==> src/rtl/dc_block_ef.sv <==
module dc_block_ef #(
  parameter int IN_W  = 16,
  parameter int OUT_W = 12,
  parameter int CF    = 6,
  parameter int COEF  = 62,
  parameter bit CSD   = 1'b1
) (
  input  logic                    clk,
  input  logic                    rst,
  input  logic                    in_valid,
  input  logic [IN_W-1:0]         in_sample,
  output logic                    out_valid,
  output logic signed [OUT_W-1:0] out_sample
);
  localparam int F    = IN_W - 1;
  localparam int OF   = OUT_W - 4;
  localparam int DROP = F - OF;
  localparam int S    = DROP + CF;
  localparam int V_W  = F + CF + 5;
  localparam int D_W  = IN_W + 1;

  // Digit masks of the coefficient: {negative digits, positive digits}.
  // With recoding, a run of ones becomes -1 at its bottom and +1 above its top.
  function automatic logic [2*(CF+1)-1:0] coef_digits(input bit recode);
    logic [CF:0] pos, neg;
    logic [CF+1:0] c;
    int carry, s, nb;
    pos = '0; neg = '0;
    c = (CF+2)'(COEF);
    carry = 0;
    if (!recode) begin
      pos = c[CF:0];
    end else begin
      for (int i = 0; i <= CF; i++) begin
        s  = int'(c[i]) + carry;
        nb = int'(c[i+1]);
        if (s == 1 && nb == 1) begin
          neg[i] = 1'b1; carry = 1;
        end else if (s == 1) begin
          pos[i] = 1'b1; carry = 0;
        end else if (s == 2) begin
          carry = 1;
        end else begin
          carry = 0;
        end
      end
    end
    return {neg, pos};
  endfunction

  localparam logic [2*(CF+1)-1:0] DIG = coef_digits(CSD);
  localparam logic [CF:0] POS = DIG[CF:0];
  localparam logic [CF:0] NEG = DIG[2*(CF+1)-1:CF+1];

  logic [IN_W-1:0]         x_prev;
  logic signed [OUT_W-1:0] y_prev;
  logic [S-1:0]            resid;
  logic                    vld;

  logic signed [D_W-1:0] diff;
  logic signed [V_W-1:0] diff_w, y_w, prod, vsum;

  assign diff   = $signed({1'b0, in_sample}) - $signed({1'b0, x_prev});
  assign diff_w = {{(V_W-D_W){diff[D_W-1]}}, diff} <<< CF;
  assign y_w    = {{(V_W-OUT_W){y_prev[OUT_W-1]}}, y_prev};

  always_comb begin
    prod = '0;
    for (int i = 0; i <= CF; i++) begin
      if (POS[i]) prod = prod + (y_w <<< (i + DROP));
      if (NEG[i]) prod = prod - (y_w <<< (i + DROP));
    end
  end

  assign vsum = diff_w + prod + {{(V_W-S){1'b0}}, resid};

  always_ff @(posedge clk) begin
    if (rst) begin
      x_prev <= '0;
      y_prev <= '0;
      resid  <= '0;
      vld    <= 1'b0;
    end else begin
      vld <= in_valid;
      if (in_valid) begin
        x_prev <= in_sample;
        y_prev <= vsum[S+OUT_W-1:S];
        resid  <= vsum[S-1:0];
      end
    end
  end

  assign out_valid  = vld;
  assign out_sample = y_prev;
endmodule


==> config.mk <==
export PLATFORM = sky130hd
export DESIGN_NAME = dc_block_ef
export DESIGN_NICKNAME = d
export VERILOG_FILES = /design/src/rtl/dc_block_ef.sv
export SDC_FILE = /design/constraint.sdc
export NUM_CORES = 1
export LEC_CHECK = 0
export CAP_MARGIN = 20
export CORE_MARGIN = 5
export CORE_UTILIZATION = 60
export DETAILED_ROUTE_END_ITERATION = 16
export GPL_ROUTABILITY_DRIVEN = 1
export PLACE_DENSITY = 0.89
export SLEW_MARGIN = 15
export SYNTH_ARGS = -nofsm -noshare
export SYNTH_HDL_FRONTEND = slang
export SYNTH_SLANG_ARGS = --single-unit
==> constraint.sdc <==
create_clock -name clk -period 5.8 [get_ports clk]
set_clock_uncertainty 0.05 [all_clocks]
set_input_delay 0.58 -clock clk [delete_from_list [all_inputs] [get_ports clk]]
set_output_delay 0.58 -clock clk [all_outputs]
set_load 0.05 [all_outputs]
* After elaboration in Yosys (flattened, before gate mapping)
Cells that the tools add are included.
Storage, ports and cells: input port bits 19, word-level logic and storage cells 9, flip-flop bits (word level) 42, output and inout bits 13
Operators by class: add/subtract/negate cells 5
Operator list (number):
- $add 21x25->25 | 1
- $add 25x13->25 | 1
- $add 25x25->25 | 1
- $sub 1x20->21 const A | 1
- $sub 16x16->17 | 1

* Longest topological paths before layout
depth after elaboration 4, mapped depth 21, depth with buffers taken out 20

* Worst setup path after synthesis
Ideal clock, no wire load.
path kind input to register, start in in_sample[0], end reg y_prev[10], in the netlist out_sample[10], data arrival time 4288 ps, stages on the path 19, setup slack 1400 ps, data required time 5688 ps, cells stage by stage inv_1 > ha_1 > fa_1 > nor2b_1 > o2111ai_1 > a31oi_1 > a211oi_1 > o21a_1 > nor3_1 > a311oi_1 > fa_1 > inv_1 > ha_1 > clkbuf_1 > and3_1 > nand4_1 > or3_1 > a211o_1 > nand3_2
On the way: word-level cells in the longest chain between the ends 3
RTL lines:
- start: declaration | RTL line 11 | input logic [IN_W-1:0] in_sample,
- $sub 16x16->17 | RTL line 63 | assign diff = $signed({1'b0, in_sample}) - $signed({1'b0, x_prev});
- $add 25x25->25 | RTL line 75 | assign vsum = diff_w + prod + {{(V_W-S){1'b0}}, resid};
- $add 25x13->25 | RTL line 75
- end signal: assignment | RTL line 87 | y_prev <= vsum[S+OUT_W-1:S];
- end: declaration | RTL line 56 | logic signed [OUT_W-1:0] y_prev;
Every way passes these cells. A chain may end at the register's enable or synchronous reset.

* Worst setup path after layout
Ends and elaborated chain as after synthesis.

==> PnR_summary.wiki <==
{| class="wikitable"
! Metric !! Value
|-
| Outcome || finished clean
|-
| Power per cell area || a little under 600 mW/mm^2
|-
| Placement Rows || 29
|-
| Reg-to-Reg Start || x_prev[1]
|-
| Standard cell area after detailed placement || roughly 0.0043 mm^2
|-
| Peak fanout along the critical path || 8
|-
| Post-detail-place hpwl || between 6000 and 7000 um
|-
| Startpoint type of the worst setup path || primary input
|-
| Cell family contributing the most delay on the critical path || adder cells
|-
| Number of enable flip-flop cells after synthesis || 0
|-
| Routing usage on met2 || a little under two fifths
|-
| Busiest grt layer || met2
|-
| Data arrival time at the worst-slack endpoint || about 5 ns
|-
| Routed Wire Length || 9196 um
|-
| Post-CTS resize count || 0
|-
| Starting utilization of the core area || 61.79%
|-
| Crit. End Element || flop
|-
| Setup TNS Final || 0 ns
|-
| Final RePlAce weighted congestion || between 0.9 and 1
|-
| Fraction of the core area covered by cells at the end of the flow || 69.22%
|-
| Met1 track demand over resource in global routing || a little under a third
|-
| Flip-flop and latch count after synthesis || 39
|-
| Clock root buffer master || sky130_fd_sc_hd__clkbuf_8
|-
| Routed wirelength normalized by instance count || approximately 15 um
|-
| Top cell type's share of synthesized area || between 10% and 20%
|-
| Sequential element share of the synthesized area || 19.90%
|-
| Minimum clock period after layout || roughly 4.8 ns
|-
| Register share of total power || 14.6%
|-
| Layout area overhead || 12.02%
|-
| IR drop worst, VDD || approximately 280 uV
|-
| Fin. max-slew vios || 0
|-
| Hold buffer count at cts || 0
|-
| Routed via count divided by cell count || 6.015
|-
| Maximum achievable frequency || approximately 0.21 GHz
|-
| Count of warnings emitted by yosys || 0
|-
| Clock tree buffer depth || 2
|-
| Slack of the worst reg-to-reg path || approximately 1.4 ns
|-
| Worst flop-to-flop path endpoint || out_sample[11]
|-
| Worst hold path startpoint || resid[12]
|-
| Diodes inserted || 0
|-
| Count of final hold-check violations || 0
|-
| Post-synthesis area per instance || just under 8 um^2
|-
| Highest-count cells in the layout ignoring fill and taps || sky130_fd_sc_hd__inv_1 (83), sky130_fd_sc_hd__nor2_1 (44), sky130_fd_sc_hd__ha_1 (40)
|-
| Comb pwr share || ~76%
|-
| Critical Path, Cell by Cell || clkdlybuf4s50_1 -> inv_1 -> ha_1 -> fa_1 -> nor2b_1 -> o2111ai_1 -> a31oi_1 -> a211oi_1 -> o21a_1 -> nor3_1 -> a311oi_1 -> fa_1 -> inv_1 -> ha_1 -> and3_1 -> nand4_1 -> or3_1 -> a211o_1 -> nand3_2
|-
| Share of flip-flops with an asynchronous set or reset after synthesis || 0%
|-
| RSZ-0062 raised after global routing || no
|-
| Final worst path period share || 83.61%
|-
| Hold endpoint || resid[12]
|-
| Cells on Worst Hold Path || 2
|-
| FILL cells || around 500
|-
| Leakage power || around 2 nW
|-
| Layout Cell Area excl Fill || roughly 0.0044 mm^2
|-
| Fraction of met3 tracks used by global routing || under 10%
|-
| Maximum number of pins on one net before global-route repair || 45
|-
| Worst slack after detailed placement || about 0.7 ns
|-
| Crit path setup slack, layout || about 0.95 ns
|-
| Cell accounting for the most synthesized area || sky130_fd_sc_hd__dfxtp_1
|-
| Worst relative slew slack || a little under three fifths
|-
| Total track usage || 22.62%
|-
| Violation count after the first detailed-route iteration || approximately 350
|-
| Sw power || between 1 and 1.5 mW
|-
| Top-Level Pins || 32
|-
| Post-Synthesis Cell Area || slightly below 0.004 mm^2
|-
| Antenna violations before repair || 0
|-
| Synthesized instance count || a little over 500
|-
| Die Y-Extent || ~91 um
|-
| Clock transition at the registers of the reported paths || around 0.09 ns
|-
| Clock tree from TritonCTS || done
|-
| Top post-synthesis cells by area || sky130_fd_sc_hd__dfxtp_1 (20%), sky130_fd_sc_hd__ha_1 (13%), sky130_fd_sc_hd__fa_1 (8.7%)
|-
| First-pass GRT wire length || 15750 um
|-
| Number of buffers added by the clock tree synthesis step || 5
|-
| Number of detailed-route iterations in the first pass || 5
|-
| Depth of the worst register-to-register path || 18
|-
| Total Die Area || 0.008256 mm^2
|-
| Clock network latency to the later pin of the worst-skew pair || 0.30 ns
|-
| Number of H-tree branching levels || 2
|-
| Crit path largest cell delay || between 0.4 and 0.5 ns
|-
| CP max-delay cell || sky130_fd_sc_hd__fa_1
|-
| Leading cell type in the layout, fill and taps excluded || sky130_fd_sc_hd__inv_1
|-
| Standard cell core area || ~0.0063 mm^2
|-
| Library cells used by synthesis || 60
|-
| Number of maximum-capacitance violations || 0
|-
| DRT antenna net count || 0
|-
| Total congestion overflow || 0
|-
| Power share of the clock group || under 10%
|-
| Count of buffering cells on the critical path with inverters included || 3
|-
| Fraction of final layout cells sized beyond drive strength 1 || 4.143%
|-
| Setup Viol. Count Final || 0
|-
| Slew at the pin closest to its max-slew limit || approximately 0.66 ns
|-
| Data required time at the worst endpoint || roughly 6.0 ns
|-
| Number of buffers inserted by port buffering || 31
|-
| Number of nets in the finished design || 606
|-
| Vias post-DR || between 3000 and 4000
|-
| Internal power || about 1.2 mW
|-
| Sw frac || 51.79%
|-
| Classification of the worst-slack hold path || flop to flop
|-
| Number of setup buffers added after CTS || 0
|-
| DRC errors left || 0
|-
| Category of the most critical setup path || primary input to flop
|-
| Number of sinks handled by clock tree synthesis || 39
|-
| Width of the die || roughly 90 um
|-
| Most common flop cell mapped by yosys || sky130_fd_sc_hd__dfxtp_1
|-
| Mapped Nets || 583
|-
| Number of global-route vias before repair || around 3500
|}
-- synthesized netlist by cell type (all sizes together) (5+ instances only) --
library cell and n:
inv 83, nor2 44, ha 40, dfxtp 39, a21oi 33, nand2 28, o21ai 24, mux2i 21
a21o 17, fa 17, nor3 17, clkbuf 13, nand3 12, o21a 11, xnor2 10, a31oi 7
nand4 7, nor2b 7, xor2 7, a211oi 6, or3 6, and3 5
-- worst max path at each step --
| stage | cells past startpoint | from | end | slack [ns] |
|---|---|---|---|---|
| finish | 19 | in_sample[0] | out_sample[10] | 0.95 |
| global placement | 19 | in_sample[0] | out_sample[10] | 0.77 |
| detailed placement | 19 | in_sample[0] | out_sample[10] | 0.70 |
| global route | 19 | in_sample[0] | out_sample[10] | 0.76 |
| floorplan | 19 | in_sample[0] | out_sample[10] | 1.40 |
| CTS | 19 | in_sample[0] | out_sample[10] | 0.98 |
-- area by class of cell --
| cell class | count | area [um^2] | share of cell area (%) |
|---|---|---|---|
| clock buffer | 6 | 82.58 | 1.879 |
| clock inverter | 2 | 38.79 | 0.8824 |
| inverter | 84 | 315.3 | 7.173 |
| multi-input combinational | 367 | 2761 | 62.82 |
| sequential | 39 | 780.7 | 17.76 |
| tap | 77 | 96.34 | 2.192 |
| timing repair buffer | 33 | 320.3 | 7.287 |
-- tightest hold or removal path, stage by stage (launching register included) --
cell	delay (ns)
sky130_fd_sc_hd__dfxtp_1	0.32
sky130_fd_sc_hd__nand2_1	0.05
sky130_fd_sc_hd__a21oi_1	0.05
-- flip-flops by register name, indices dropped and copies added, names as in the netlist --
register    count
x_prev         16
out_sample     12
resid          10
out_valid       1
-- routing by layer --
layer / vias up / share of wire (%) / wire [um]
li1: 1787 / - / -
met1: 1691 / 45 / 4182
met2: 152 / 45 / 4182
met3: 27 / 6.5 / 596
met4: 0 / 2.5 / 234
met5: - / 0 / 0
-- power groups by stage --
stage,Sequential (mW),Clock [mW],Combinational [mW]
finish,0.374,0.249,1.94
global route,0.383,0.271,2.14
CTS,0.375,0.255,1.89
detailed placement,0.381,0,1.85
global placement,0.379,0,1.82
floorplan,0.449,0,1.40
-- metrics by stage --
stage | hold slack [ns] | instances | power [mW]
floorplan | 0.3819 | 507 | 1.851
global placement | 0.3909 | 600 | 2.197
detailed placement | 0.4120 | 600 | 2.235
CTS | 0.4259 | 608 | 2.524
global route | 0.4574 | 608 | 2.798
finish | 0.4225 | 608 | 2.567
-- cell families (layout without fill, tap and decap cells) --
group,count (synthesis),in the layout,synth area share (%)
muxes,21,21,5.357
buffers and inverters,101,125,9.726
adders and majority gates,57,57,21.43
and+or+nand+nor,142,142,17.63
AOI/OAI and AO/OA,130,130,22.16
DFF,39,39,19.90
xor gates and xnor gates,17,17,3.795
(Power assumes the default switching activity.)
